--- config.mk ---
export PLATFORM = sky130hd
export DESIGN_NAME = mem_term_port
export DESIGN_NICKNAME = d
export VERILOG_FILES = /design/src/rtl/mem_term_pkg.sv /design/src/rtl/region_decode.sv /design/src/rtl/key_queue.sv /design/src/rtl/term_cmd_unit.sv /design/src/rtl/mem_term_port.sv
export SDC_FILE = /design/constraint.sdc
export NUM_CORES = 1
export LEC_CHECK = 0
export CORE_MARGIN = 5
export CORE_UTILIZATION = 40
export CTS_CLUSTER_SIZE = 14
export DETAILED_ROUTE_END_ITERATION = 8
export GPL_ROUTABILITY_DRIVEN = 0
export PLACE_DENSITY = 0.64
export REMOVE_ABC_BUFFERS = 1
export SLEW_MARGIN = 20
export SYNTH_ARGS = -nofsm -noshare
export SYNTH_HDL_FRONTEND = slang
export SYNTH_SLANG_ARGS = --single-unit
--- constraint.sdc ---
create_clock -name clk -period 3.9 [get_ports clk]
set_clock_uncertainty 0.2 [all_clocks]
set_input_delay 0.585 -clock clk [delete_from_list [all_inputs] [get_ports clk]]
set_output_delay 0.585 -clock clk [all_outputs]
set_load 0.02 [all_outputs]
--- src/rtl/mem_term_pkg.sv ---
package mem_term_pkg;

    localparam int ADDR_W   = 16;
    localparam int DATA_W   = 8;
    localparam int KEY_SLOTS = 16;

    localparam logic [DATA_W-1:0] CODE_FLUSH   = 8'h00;
    localparam logic [DATA_W-1:0] CODE_NEWLINE = 8'h0A;

    typedef enum logic [1:0] {
        SPACE_RAM = 2'd0,
        SPACE_IO  = 2'd1,
        SPACE_ROM = 2'd2
    } space_e;

    typedef struct packed {
        logic              flush;
        logic              clear;
        logic              newline;
        logic              put;
        logic [DATA_W-1:0] ch;
    } term_cmd_t;

    function automatic space_e space_of(input logic [1:0] top_bits);
        if (top_bits[1])      return SPACE_ROM;
        else if (top_bits[0]) return SPACE_IO;
        else                  return SPACE_RAM;
    endfunction

    function automatic term_cmd_t classify_write(input logic [DATA_W-1:0] b);
        term_cmd_t c;
        c = '0;
        c.ch = b;
        if (b == CODE_FLUSH)        c.flush   = 1'b1;
        else if (b[DATA_W-1])       c.clear   = 1'b1;
        else if (b == CODE_NEWLINE) c.newline = 1'b1;
        else                        c.put     = 1'b1;
        return c;
    endfunction

endpackage

--- src/rtl/region_decode.sv ---
module region_decode
    import mem_term_pkg::*;
#(
    parameter int AW = ADDR_W
) (
    input  logic          clk,
    input  logic          rst,
    input  logic [AW-1:0] addr,
    output logic          ram_sel,
    output logic          io_sel,
    output logic          rom_sel
);
    space_e space;

    always_comb begin
        space   = space_of(addr[AW-1 -: 2]);
        ram_sel = (space == SPACE_RAM);
        io_sel  = (space == SPACE_IO);
        rom_sel = (space == SPACE_ROM);
    end


    sel_onehot_chk: assert property (@(negedge clk) disable iff (rst)
        $countones({ram_sel, io_sel, rom_sel}) == 1);


    rom_upper_chk: assert property (@(negedge clk) disable iff (rst)
        addr[AW-1] |-> rom_sel);

endmodule

--- src/rtl/key_queue.sv ---
module key_queue #(
    parameter int DEPTH = 16,
    parameter int W     = 8
) (
    input  logic         clk,
    input  logic         rst,
    input  logic         push,
    input  logic [W-1:0] din,
    input  logic         pop,
    input  logic         flush,
    output logic [W-1:0] head,
    output logic         empty,
    output logic         full
);
    localparam int PTR_W = (DEPTH > 1) ? $clog2(DEPTH) : 1;
    localparam int CNT_W = $clog2(DEPTH + 1);
    localparam logic [PTR_W-1:0] LAST_SLOT = PTR_W'(DEPTH - 1);
    localparam logic [CNT_W-1:0] FULL_CNT  = CNT_W'(DEPTH);

    logic [W-1:0]     slots [DEPTH];
    logic [PTR_W-1:0] wr_ptr, rd_ptr;
    logic [CNT_W-1:0] count;
    logic             push_ok, pop_ok;

    assign empty   = (count == '0);
    assign full    = (count == FULL_CNT);
    assign head    = slots[rd_ptr];
    assign pop_ok  = pop && !empty && !flush;
    assign push_ok = push && !flush && (!full || pop_ok);

    always_ff @(negedge clk) begin
        if (rst || flush) begin
            wr_ptr <= '0;
            rd_ptr <= '0;
            count  <= '0;
        end else begin
            if (push_ok) begin
                slots[wr_ptr] <= din;
                wr_ptr <= (wr_ptr == LAST_SLOT) ? '0 : wr_ptr + 1'b1;
            end
            if (pop_ok)
                rd_ptr <= (rd_ptr == LAST_SLOT) ? '0 : rd_ptr + 1'b1;
            case ({push_ok, pop_ok})
                2'b10:   count <= count + 1'b1;
                2'b01:   count <= count - 1'b1;
                default: count <= count;
            endcase
        end
    end


    full_drop_chk: assert property (@(negedge clk) disable iff (rst)
        (full && push && !pop && !flush) |=> full);


    empty_no_pop_chk: assert property (@(negedge clk) disable iff (rst)
        (empty && !push) |=> empty);


    flush_empties_chk: assert property (@(negedge clk) disable iff (rst)
        flush |=> empty);

endmodule

--- src/rtl/term_cmd_unit.sv ---
module term_cmd_unit
    import mem_term_pkg::*;
(
    input  logic              clk,
    input  logic              rst,
    input  logic              wr_first,
    input  logic [DATA_W-1:0] wdata,
    output logic              flush_now,
    output logic              put_q,
    output logic [DATA_W-1:0] char_q,
    output logic              newline_q,
    output logic              clear_q
);
    term_cmd_t cmd;

    always_comb begin
        cmd       = classify_write(wdata);
        flush_now = wr_first && cmd.flush;
    end

    always_ff @(negedge clk) begin
        if (rst) begin
            put_q     <= 1'b0;
            newline_q <= 1'b0;
            clear_q   <= 1'b0;
            char_q    <= '0;
        end else begin
            put_q     <= wr_first && cmd.put;
            newline_q <= wr_first && cmd.newline;
            clear_q   <= wr_first && cmd.clear;
            if (wr_first && cmd.put)
                char_q <= cmd.ch;
        end
    end


    one_cmd_chk: assert property (@(negedge clk) disable iff (rst)
        $onehot0({put_q, newline_q, clear_q}));


    pulse_once_chk: assert property (@(negedge clk) disable iff (rst)
        (put_q && !wr_first) |=> !put_q);

endmodule

--- src/rtl/mem_term_port.sv ---
module mem_term_port
    import mem_term_pkg::*;
#(
    parameter int AW    = ADDR_W,
    parameter int DW    = DATA_W,
    parameter int DEPTH = KEY_SLOTS
) (
    input  logic          clk,
    input  logic          rst,
    input  logic [AW-1:0] addr,
    input  logic [DW-1:0] wdata,
    input  logic          rd_nwr,
    input  logic          key_valid,
    input  logic [DW-1:0] key_code,
    output logic          ram_cs,
    output logic          io_cs,
    output logic          rom_cs,
    output logic [DW-1:0] rdata,
    output logic          irq_n,
    output logic          scr_put,
    output logic [DW-1:0] scr_char,
    output logic          scr_newline,
    output logic          scr_clear
);
    logic          io_rd, io_wr, rd_prev, wr_prev, rd_first, wr_first;
    logic          q_empty, q_full, flush_now;
    logic [DW-1:0] q_head, held_byte;

    region_decode #(.AW(AW)) u_dec (
        .clk     (clk),
        .rst     (rst),
        .addr    (addr),
        .ram_sel (ram_cs),
        .io_sel  (io_cs),
        .rom_sel (rom_cs)
    );

    assign io_rd    = io_cs && rd_nwr;
    assign io_wr    = io_cs && !rd_nwr;
    assign rd_first = io_rd && !rd_prev;
    assign wr_first = io_wr && !wr_prev;

    always_ff @(negedge clk) begin
        if (rst) begin
            rd_prev   <= 1'b0;
            wr_prev   <= 1'b0;
            held_byte <= '0;
        end else begin
            rd_prev <= io_rd;
            wr_prev <= io_wr;
            if (rd_first)
                held_byte <= q_empty ? '0 : q_head;
        end
    end

    key_queue #(.DEPTH(DEPTH), .W(DW)) u_queue (
        .clk   (clk),
        .rst   (rst),
        .push  (key_valid),
        .din   (key_code),
        .pop   (rd_first),
        .flush (flush_now),
        .head  (q_head),
        .empty (q_empty),
        .full  (q_full)
    );

    term_cmd_unit u_cmd (
        .clk       (clk),
        .rst       (rst),
        .wr_first  (wr_first),
        .wdata     (wdata[DATA_W-1:0]),
        .flush_now (flush_now),
        .put_q     (scr_put),
        .char_q    (scr_char),
        .newline_q (scr_newline),
        .clear_q   (scr_clear)
    );

    always_comb begin
        if (!io_rd)        rdata = '0;
        else if (rd_prev)  rdata = held_byte;
        else if (q_empty)  rdata = '0;
        else               rdata = q_head;
    end

    assign irq_n = q_empty;


    reset_quiet_chk: assert property (@(negedge clk)
        rst |=> (irq_n && !scr_put && !scr_clear && !scr_newline));


    held_read_chk: assert property (@(negedge clk) disable iff (rst)
        (io_rd && rd_prev) |=> (!io_rd || rdata == $past(rdata)) || !rd_prev);

endmodule

==> out/results.ini <==
[routing]
ant_nets=0
wl_per_cell_um=18.3
drt_wl_total_mm=17.3
viasPerCell=5.07
drc_errors=0
dr.first_iter.drc_count=236
first_pass_iters=4
route.vias.total=4780

[place]
place_area_um2=7970
port_buffers=44
dp_hpwl_mm=9.52
place_inst=722

[global_routing]
overflow=0
grt_pass1_wl_mm=26.5
first_global_vias=5542
grt_max_degree=33
antenna_found_initial=0
grt_usage_pct=17.7

[cells_and_area]
nNetsFinal=756
num_antenna_cells=0
drive_above_1_share_pct=36.7
final_cells=943
postLayoutCellArea_um2=10200
areaGrowthSynthToFinish_pct=52.8

[die]
fp.dieH_um=139
io_pins=59
fp.dieArea_um2=19300
start_util_pct=40.3
core_um2=16500
rows=47
fp.dieW_um=139

[clocking]
insertion_delay_ns=0.47
cts_tree=yes
htreeDepth=4
cts_buffers=17
clk_pin_slew_ns=0.04
cts-root-buf=clkbuf_16
clockBufferDepth=2
clock_sinks=166

[synth]
syn_inst=401
yosys-top-cells-count=edfxtp_1 (128), dfxtp_1 (38), mux4_2 (32), nand2_1 (32), nor2_1 (29)
synth-xor-area-share_pct=0.527
yosysWarnings=0
synth_ff_type=edfxtp_1
synth_cell_types=45
synth-async-reset-ratio_pct=0
synth_top_area_share_pct=57.9
netlist_top_cells_area=edfxtp_1 (58%), dfxtp_1 (11%), mux4_2 (11%)
netlist_area_um2=6640
synth_mux_area_share_pct=13.6
syn_area_per_cell_um2=16.6
seq_area_frac_synth_pct=69.3
synth_top_cell_by_area=edfxtp_1
synth-simple-area-share_pct=6.55
synth_fa_ha_area_share_pct=2.00
synth_edf_count=128
synth_compound_area_share_pct=6.21
synth.most_common_cell=edfxtp_1
synth_top_family_by_area=multiplexers
ys_ff_latch=166

[timing]
hold_viol_final=0
fin_ws_ns=-0.989
setup_viol=80
slew_violations=0
worst_slew_pin_slew_ns=0.675
rsz0062_at_grt=yes
slew_headroom_pct=54.9

[setup_path]
critPathMaxFanout=8
path_class=flip-flop to output port
crit_path_end_kind=output port
critPathLaunch=u_queue.count[1]
worstSetupStartpointType=flip-flop
cp.arrival_ns=4.10
reg2reg_from=u_queue.count[1]
cp.required_ns=3.12

[run_status]
status=finished, violations left
failed_checks=setup timing

[pwr]
powerDensity_nw_per_um2=465
p_leak_nw=4.16
ir_drop_mv=0.308

[min_path]
hold_start=u_cmd.char_q[7]
min_path_type=flip-flop to flip-flop

[flow_run]
cap_viol_max_count=0

## through the flow
stage	hold WS [ns]	power (W)	TNS [ns]	setup WS, ns	util (%)
after floorplan	0.232	0.00232	-82.03	-1.38	-
after global placement	0.242	0.00245	-162.13	-1.62	48.3
after detailed placement	0.250	0.00246	-169.10	-1.79	48.4
after CTS	0.262	0.00473	-12.71	-1.02	60.7
after global routing	0.296	0.00501	-18.07	-1.05	61.6
final	0.257	0.00472	-16.36	-0.989	61.6
## layout make-up
type,count,area (µm²)
Clock inverter,181,821
Tap cell,220,275
Inverter,9,36.3
Multi-Input combinational cell,205,2560
Sequential cell,166,4610
Fill cell,1191,6310
Timing Repair Buffer,145,1430
Clock buffer,17,425
## layout by cell type (no fill, tap or decap), types with 6 or more instances in the layout
cell type / instances
inv_1: 173
ha_1: 6
nand2_1: 25
edfxtp_1: 128
buf_6: 35
a21oi_1: 6
nor2_4: 9
mux4_2: 32
dfxtp_1: 36
o221ai_4: 6
nor2_1: 18
buf_4: 64
nor3_4: 7
o221ai_1: 8
buf_12: 14
dlygate4sd2_1: 8
clkbuf_16: 17
clkdlybuf4s50_1: 11
mux2i_4: 9
a22o_1: 7
## final timing paths
check | slack (ns) | end | cells past startpoint
max | -0.99 | rdata[2] | 8
max reg2reg | 0.44 | u_queue.count[4] | 14
min reg2reg | 0.26 | u_cmd.char_q[7] | 1
min | 0.26 | u_cmd.char_q[7] | 1
## flip-flops by register name (all words and copies together), names as in the netlist, 4 cells and up, named ones only
signal          flops
u_queue.slots     128
held_byte           8
u_cmd.char_q        8
u_queue.count       5
u_queue.rd_ptr      4
u_queue.wr_ptr      4
## critical path, stage by stage (launching register included)
cell      delay, ns
dfxtp_2        0.31
or4_4          0.56
o21ai_4        0.15
inv_2          0.06
buf_6          0.13
nand2b_4       0.07
buf_12         0.15
o221ai_4       0.12
buf_6          0.15
## power breakdown
| group | internal (W) | switching [W] |
|---|---|---|
| combinational | 0.000160 | 0.000166 |
| clock | 0.00121 | 0.00123 |
| sequential | 0.00194 | 0.0000119 |
| total | 0.00330 | 0.00141 |
## cells by family after synthesis
kind of cell / Yosys count
xor gates and xnor gates: 4
and+or+nand+nor: 92
muxes: 50
buffers and inverters: 30
adders and majority gates: 10
DFF: 166
AOI/OAI and AO/OA: 49
## layer usage
layer | wire length [µm] | vias to the layer above | share of wire, % | GRT usage [%]
met5 | 0 | - | 0 | 0
met4 | 242 | 0 | 1.4 | 10.2
met3 | 901 | 27 | 5.2 | 7.66
met2 | 9520 | 162 | 55 | 30.1
met1 | 6600 | 2386 | 38 | 18.3
li1 | - | 2205 | - | -
## timing repair
action	CTS	global route
endpoints found under the setup margin	182	127
pin swaps	39	18
resized for setup	225	47
hold endpoints to repair	0	0
hold buffers	0	0
buffers inserted	25	7
No activity file was read; power rests on OpenSTA's default activity.
